--- src/rtl/pw_pkg.sv ---
package pw_pkg;

  localparam int CTL_W         = 32;
  localparam int CTL_FUNC_LSB  = 0;
  localparam int CTL_SPACE_LSB = 4;
  localparam int CTL_OP_LSB    = 6;

  typedef enum logic [2:0] {
    FN_ALWAYS = 3'd0,
    FN_LT     = 3'd1,
    FN_LE     = 3'd2,
    FN_EQ     = 3'd3,
    FN_NE     = 3'd4,
    FN_GE     = 3'd5,
    FN_GT     = 3'd6,
    FN_RSVD   = 3'd7
  } pw_func_e;

  typedef enum logic [1:0] {
    SP_REG  = 2'd0,
    SP_MEM  = 2'd1,
    SP_L2   = 2'd2,
    SP_RSVD = 2'd3
  } pw_space_e;

  typedef enum logic [1:0] {
    OP_WAIT = 2'd0,
    OP_WWW  = 2'd1,
    OP_R2   = 2'd2,
    OP_R3   = 2'd3
  } pw_op_e;

  typedef enum logic [2:0] {
    ST_IDLE,
    ST_PRE_WR,
    ST_ISSUE,
    ST_WAIT,
    ST_HOLD,
    ST_POST_WR
  } pw_state_e;

endpackage

--- src/rtl/pw_match_unit.sv ---
module pw_match_unit
  import pw_pkg::*;
#(
  parameter int DATA_W = 32
) (
  input  logic [2:0]        func,
  input  logic [DATA_W-1:0] value,
  input  logic [DATA_W-1:0] mask,
  input  logic [DATA_W-1:0] refv,
  output logic              hit,
  output logic              bad_func
);

  // Unsigned relation between a masked value and the reference.
  function automatic logic relate(input logic [2:0] f,
                                  input logic [DATA_W-1:0] a,
                                  input logic [DATA_W-1:0] b);
    case (pw_func_e'(f))
      FN_LT:   return a <  b;
      FN_LE:   return a <= b;
      FN_EQ:   return a == b;
      FN_NE:   return a != b;
      FN_GE:   return a >= b;
      FN_GT:   return a >  b;
      default: return 1'b1;
    endcase
  endfunction

  assign hit      = relate(func, value & mask, refv);
  assign bad_func = (func == FN_RSVD);

endmodule

--- src/rtl/pw_gap_timer.sv ---
module pw_gap_timer #(
  parameter int W = 16
) (
  input  logic         clk,
  input  logic         rst_n,
  input  logic         load,
  input  logic [W-1:0] load_val,
  output logic         expire
);

  logic [W-1:0] cnt;

  always_ff @(posedge clk or negedge rst_n) begin
    if (!rst_n)            cnt <= '0;
    else if (load)         cnt <= load_val;
    else if (cnt != '0)    cnt <= cnt - 1'b1;
  end

  assign expire = (cnt == W'(1));

endmodule

--- src/rtl/pw_age_counter.sv ---
module pw_age_counter #(
  parameter int W = 20
) (
  input  logic         clk,
  input  logic         rst_n,
  input  logic         start,
  input  logic [W-1:0] limit,
  output logic         over
);

  localparam logic [W-1:0] TOP = {W{1'b1}};

  logic [W-1:0] age;

  always_ff @(posedge clk or negedge rst_n) begin
    if (!rst_n)          age <= '0;
    else if (start)      age <= W'(1);
    else if (age != TOP) age <= age + 1'b1;
  end

  assign over = (limit != '0) && (age >= limit);

endmodule

--- src/rtl/poll_waiter.sv ---
module poll_waiter
  import pw_pkg::*;
#(
  parameter int DATA_W = 32,
  parameter int REG_AW = 16,
  parameter int INTV_W = 16,
  parameter int TMO_W  = 20
) (
  input  logic                clk,
  input  logic                rst_n,
  input  logic                cmd_valid,
  input  logic [31:0]         cmd_ctrl,
  input  logic [DATA_W-1:0]   cmd_addr_lo,
  input  logic [DATA_W-1:0]   cmd_addr_hi,
  input  logic [DATA_W-1:0]   cmd_ref,
  input  logic [DATA_W-1:0]   cmd_mask,
  input  logic [INTV_W-1:0]   cmd_interval,
  input  logic [TMO_W-1:0]    cmd_limit,
  output logic                busy,
  output logic                reg_rd_req,
  output logic [REG_AW-1:0]   reg_rd_addr,
  input  logic                reg_rd_valid,
  input  logic [DATA_W-1:0]   reg_rd_data,
  output logic                reg_wr_en,
  output logic [REG_AW-1:0]   reg_wr_addr,
  output logic [DATA_W-1:0]   reg_wr_data,
  output logic                mem_rd_req,
  output logic [2*DATA_W-1:0] mem_rd_addr,
  output logic                mem_rd_l2,
  input  logic                mem_rd_valid,
  input  logic [DATA_W-1:0]   mem_rd_data,
  output logic                done,
  output logic                timed_out,
  output logic                func_err
);

  localparam int MEM_AW = 2 * DATA_W;

  // Command word decode
  logic [2:0] c_func;
  logic [1:0] c_space;
  logic [1:0] c_op;
  logic       c_ww;
  assign c_func  = cmd_ctrl[CTL_FUNC_LSB  +: 3];
  assign c_space = cmd_ctrl[CTL_SPACE_LSB +: 2];
  assign c_op    = cmd_ctrl[CTL_OP_LSB    +: 2];
  assign c_ww    = (c_op == OP_WWW) && (c_space == SP_REG);

  // Latched command
  pw_state_e           st;
  logic [2:0]          f_q;
  logic [1:0]          space_q;
  logic                ww_q;
  logic [DATA_W-1:0]   lo_q, hi_q, ref_q, mask_q;
  logic [INTV_W-1:0]   intv_q;
  logic [TMO_W-1:0]    lim_q;
  logic                err_q, done_q, to_q;

  // Named internal events
  logic              ev_accept;
  logic              ev_result;
  logic              ev_hit;
  logic              ev_over;
  logic              ev_gap_done;
  logic              ev_gap_load;
  logic              is_reg;
  logic [DATA_W-1:0] rd_value;
  logic              unused_bad;

  assign is_reg    = (space_q == SP_REG);
  assign ev_accept = cmd_valid && (st == ST_IDLE);
  assign rd_value  = is_reg ? reg_rd_data : mem_rd_data;
  assign ev_result = (st == ST_WAIT) && (is_reg ? reg_rd_valid : mem_rd_valid);
  assign ev_gap_load = ev_result && !ev_hit && !ev_over && (intv_q != '0);

  pw_match_unit #(.DATA_W(DATA_W)) u_match (
    .func     (f_q),
    .value    (rd_value),
    .mask     (mask_q),
    .refv     (ref_q),
    .hit      (ev_hit),
    .bad_func (unused_bad)
  );

  pw_gap_timer #(.W(INTV_W)) u_gap (
    .clk      (clk),
    .rst_n    (rst_n),
    .load     (ev_gap_load),
    .load_val (intv_q),
    .expire   (ev_gap_done)
  );

  pw_age_counter #(.W(TMO_W)) u_age (
    .clk   (clk),
    .rst_n (rst_n),
    .start (ev_accept),
    .limit (lim_q),
    .over  (ev_over)
  );

  always_ff @(posedge clk or negedge rst_n) begin
    if (!rst_n) begin
      st      <= ST_IDLE;
      f_q     <= '0;
      space_q <= '0;
      ww_q    <= 1'b0;
      lo_q    <= '0;
      hi_q    <= '0;
      ref_q   <= '0;
      mask_q  <= '0;
      intv_q  <= '0;
      lim_q   <= '0;
      err_q   <= 1'b0;
      done_q  <= 1'b0;
      to_q    <= 1'b0;
    end else begin
      done_q <= 1'b0;
      to_q   <= 1'b0;
      case (st)
        ST_IDLE: begin
          if (ev_accept) begin
            f_q     <= c_ww ? 3'(FN_EQ) : c_func;
            space_q <= c_space;
            ww_q    <= c_ww;
            lo_q    <= cmd_addr_lo;
            hi_q    <= cmd_addr_hi;
            ref_q   <= cmd_ref;
            mask_q  <= cmd_mask;
            intv_q  <= cmd_interval;
            lim_q   <= cmd_limit;
            err_q   <= (c_func == FN_RSVD);
            st      <= c_ww ? ST_PRE_WR : ST_ISSUE;
          end
        end
        ST_PRE_WR: st <= ST_ISSUE;
        ST_ISSUE:  st <= ST_WAIT;
        ST_WAIT: begin
          if (ev_result) begin
            if (ev_hit) begin
              if (ww_q) st <= ST_POST_WR;
              else begin
                st     <= ST_IDLE;
                done_q <= 1'b1;
              end
            end else if (ev_over) begin
              st   <= ST_IDLE;
              to_q <= 1'b1;
            end else if (intv_q == '0) begin
              st <= ST_ISSUE;
            end else begin
              st <= ST_HOLD;
            end
          end
        end
        ST_HOLD: if (ev_gap_done) st <= ST_ISSUE;
        ST_POST_WR: begin
          st     <= ST_IDLE;
          done_q <= 1'b1;
        end
        default: st <= ST_IDLE;
      endcase
    end
  end

  assign busy        = (st != ST_IDLE);
  assign reg_rd_req  = (st == ST_ISSUE) && is_reg;
  assign reg_rd_addr = ww_q ? hi_q[REG_AW-1:0] : lo_q[REG_AW-1:0];
  assign reg_wr_en   = (st == ST_PRE_WR) || (st == ST_POST_WR);
  assign reg_wr_addr = (st == ST_PRE_WR) ? lo_q[REG_AW-1:0] : hi_q[REG_AW-1:0];
  assign reg_wr_data = ref_q;
  assign mem_rd_req  = (st == ST_ISSUE) && !is_reg;
  assign mem_rd_addr = MEM_AW'({hi_q, lo_q});
  assign mem_rd_l2   = mem_rd_req && (space_q == SP_L2);
  assign done        = done_q;
  assign timed_out   = to_q;
  assign func_err    = err_q;

endmodule

--- config.mk ---
export PLATFORM = sky130hd
export DESIGN_NAME = poll_waiter
export DESIGN_NICKNAME = d
export VERILOG_FILES = /design/src/rtl/pw_pkg.sv /design/src/rtl/pw_match_unit.sv /design/src/rtl/pw_gap_timer.sv /design/src/rtl/pw_age_counter.sv /design/src/rtl/poll_waiter.sv
export SDC_FILE = /design/constraint.sdc
export NUM_CORES = 1
export LEC_CHECK = 0
export CORE_MARGIN = 2
export CORE_UTILIZATION = 46
export CTS_BUF_LIST = sky130_fd_sc_hd__clkbuf_8
export DETAILED_ROUTE_END_ITERATION = 8
export PLACE_DENSITY = 0.94
export SLEW_MARGIN = 10
export SYNTH_ARGS = -nofsm -noshare
export SYNTH_HDL_FRONTEND = slang
export SYNTH_SLANG_ARGS = --single-unit
--- constraint.sdc ---
create_clock -name clk -period 4 [get_ports clk]
set_input_delay 0.4 -clock clk [delete_from_list [all_inputs] [get_ports clk]]
set_output_delay 0.4 -clock clk [all_outputs]
set_load 0.02 [all_outputs]
==> results_dict.tcl <==
set metrics [dict create \
    final_hold_viol_count 20 \
    finalWirelength_um 36000 \
    cts_buffers 39 \
    grt_antenna_before_repair 4 \
    first_global_vias 10900 \
    dieArea_um2 25000 \
    rsz0062_at_grt "false" \
    finalSetupTns_ns 0 \
    routabilityCongestion 0.876 \
    die_h_um 158 \
    grt_pass1_wl_um 55400 \
    yosysTopAreaCell "dfrtp_1" \
    multi_input_area_um2 5200 \
    async_flop_share_pct 100 \
    r2r_setup_slack_ns 0.28 \
    cts_tree "done" \
    violations "hold timing" \
    io_buffers 375 \
    first_pass_iters 5 \
    r2r-end "u_gap.cnt[1]" \
    rr_worst_depth 13 \
    rows 56 \
    postLayoutCellArea_um2 15900 \
    yosys-top-cells-area "dfrtp_1 (49%), nand2_1 (17%), ha_1 (6.3%)" \
    hold_buffers 0 \
    setup_slack_ns 0.276 \
    power.density_nw_per_um2 780 \
    overflow 0 \
    drtIter0Drc 749 \
    min_period_ns 3.72 \
    fillers 1704 \
    dp_hpwl_um 26000 \
    via_count 10600 \
    maxSlewViolCount 0 \
    clock_path_buffers 3 \
    clock_latency_ns 0.53 \
    post_drt_wl_per_cell_um 18.1 \
    synthCells 1261 \
    comb_power_share_pct 50.2 \
    power_frac_seq_pct 31.6 \
    fin_cells 1991 \
    p_total_mw 12.4 \
    synth_common_cells "nand2_1 (505), dfrtp_1 (212), o21ai_0 (72)" \
    dp.cells 1917 \
    r2r-start "space_q[0]" \
    seq_area_um2 5310 \
    ant_nets 0 \
    drive_gt1_share_pct 8.44 \
    placed_cell_area_um2 15000 \
    grt_max_degree 110 \
    status "finished with violations" \
    startpoint_type "register" \
    synth_cell_types 53 \
    avgSynthCellArea_um2 8.66 \
    syn_area_um2 10900 \
    worstHoldPathType "in -> async" \
    setup_viol 0 \
    swShare_pct 41.7 \
    power.internal_mw 7.25 \
    via_per_inst 5.33 \
    floorplan.initialDensity_pct 46.6 \
    htree_levels 2 \
    seq_area_frac_synth_pct 48.6 \
    crit_arrival_ns 4.13 \
    fmax_mhz 269 \
    ys_seq_elements 212 \
    coreArea_um2 23400 \
    clockPowerShare_pct 18.2 \
    critPathRequiredTime_ns 4.41 \
    nets 1961 \
    fin_crit_sh_pct 93.1 \
    drv_cap 0 \
    dp_worst_setup_slack_ns 0.00881 \
    fin_skew_ns 0.0207 \
    synth_top_area_share_pct 48.6 \
    grt_use_total_pct 28.2 \
    worst_slew_pin_slew_ns 0.968 \
    ys.flop_type "dfrtp_1" \
    cts_root_buf "clkbuf_8" \
    switching_power_mw 5.18 \
    cts.reportedPaths.clkPinSlew_ns 0.06 \
    synth_edf_count 0 \
    ir_drop_mv 0.524 \
    cp-end-kind "register" \
    synth_most_common_cell "nand2_1" \
    p_leak_nw 7.48 \
    path_max_fanout 17 \
    clock-sinks 212 \
    ys_warn_count 0 \
    fp.dieW_um 158 \
    area_growth_pct 45.9 \
    drc_errors 0 \
    ioPinCount 401 \
    synth_nets 1581 \
    max_slew_margin_pct 35.5 \
    worstSetupPathType "reg -> reg" \
    fin_hold_ws_ns -0.0661 \
]
-- worst max-delay path by stage --
stage          startpoint            end  slack [ns]  cells after the start
6_report       space_q[0]   u_gap.cnt[1]        0.28                     13
4_1_cts        space_q[0]   u_gap.cnt[7]        0.13                     12
5_1_grt        space_q[0]   u_gap.cnt[1]        0.13                     13
2_1_floorplan  space_q[1]  u_gap.cnt[10]        0.65                     15
3_5_place_dp   space_q[0]  u_gap.cnt[10]       0.009                     12
3_3_place_gp   space_q[0]   u_gap.cnt[8]        0.17                     12
-- layout make-up --
| type | instances | area share, % |
|---|---|---|
| timing repair buffer | 392 | 24.7 |
| antenna | 2 | 0.0314 |
| clock inverter | 20 | 1.09 |
| tap | 319 | 2.51 |
| inverter | 61 | 1.44 |
| clock buffer | 50 | 4.32 |
| multi-input combinational | 935 | 32.6 |
| sequential | 212 | 33.3 |
-- placed cells by master, fill, tap and decap left out, types with 5 or more instances in the layout --
master           count
clkbuf_8            51
nand4_1             13
o21ai_0             72
nand2_1            504
nand3_1             21
a21boi_0            31
or3_1                5
nor3_1              13
mux2_4               9
nand2b_1             7
xnor2_1             12
nor2_1              39
inv_1               70
dfrtp_1            212
a21oi_1             26
mux2_2              39
xor2_1               8
clkdlybuf4s50_1    374
and3_1               6
ha_1                55
buf_4               13
nor4_1              14
-- state kept, by name, summed over array words and instances (netlist names), 2 cells and up --
signal       count
f_q              3
space_q          2
reg_wr_data     32
mask_q          32
u_gap.cnt       16
lim_q           20
st               3
hi_q            32
intv_q          16
u_age.age       20
lo_q            32
-- critical path: stages, from the launching register on --
cell and delay, ns:
dfrtp_1 0.44, or2_2 0.53, nand2_1 0.15, a21boi_0 0.10
ha_1 0.33, nand4_2 0.17, nor4_4 0.40, nand3_1 0.20
and3_1 0.24, a221oi_2 0.23, a2bb2oi_2 0.16, nand4_4 0.14
buf_12 0.17, mux2_2 0.34
-- layer usage --
layer  vias up  wire length [um]  global-route usage, %
li1       4925                 -                      -
met1      5048             13300                   31.6
met2       512             17600                   48.7
met3       127              3130                   8.19
met4         2              1920                   15.1
met5         -                19                      0
-- per-stage QoR --
stage	hold WS [ns]	utilization, %
2_1_floorplan	0.104	-
3_3_place_gp	0.451	64.2
3_5_place_dp	0.457	64.2
4_1_cts	0.00910	67.9
5_1_grt	0.0285	68.1
6_report	-0.0661	68.1
-- power by group through the flow --
stage	Sequential [mW]	Combinational [mW]	Clock, mW
after floorplan	4.25	3.08	0
final	3.93	6.23	2.26
after CTS	3.91	6.21	2.30
after detailed placement	3.92	6.13	0
after global routing	4.05	6.80	2.40
after global placement	3.87	5.88	0
-- cell families after synthesis --
| group | synth area share [%] |
|---|---|
| adder cells (fa/ha/maj) | 6.30 |
| AND/OR/NAND/NOR | 24.9 |
| multiplexers | 5.63 |
| XOR/XNOR | 1.60 |
| buffers and inverters | 4.05 |
| AO/OA/AOI/OAI | 8.94 |
| flip-flops | 48.6 |
-- what timing repair did --
| item | in CTS | in global routing |
|---|---|---|
| pin swaps | 0 | 2 |
| buffers inserted | 0 | 1 |
| endpoints found under the setup margin | 16 | 16 |
| resized for setup | 1 | 0 |
| cloned | 0 | 1 |
(Power assumes the default switching activity.)
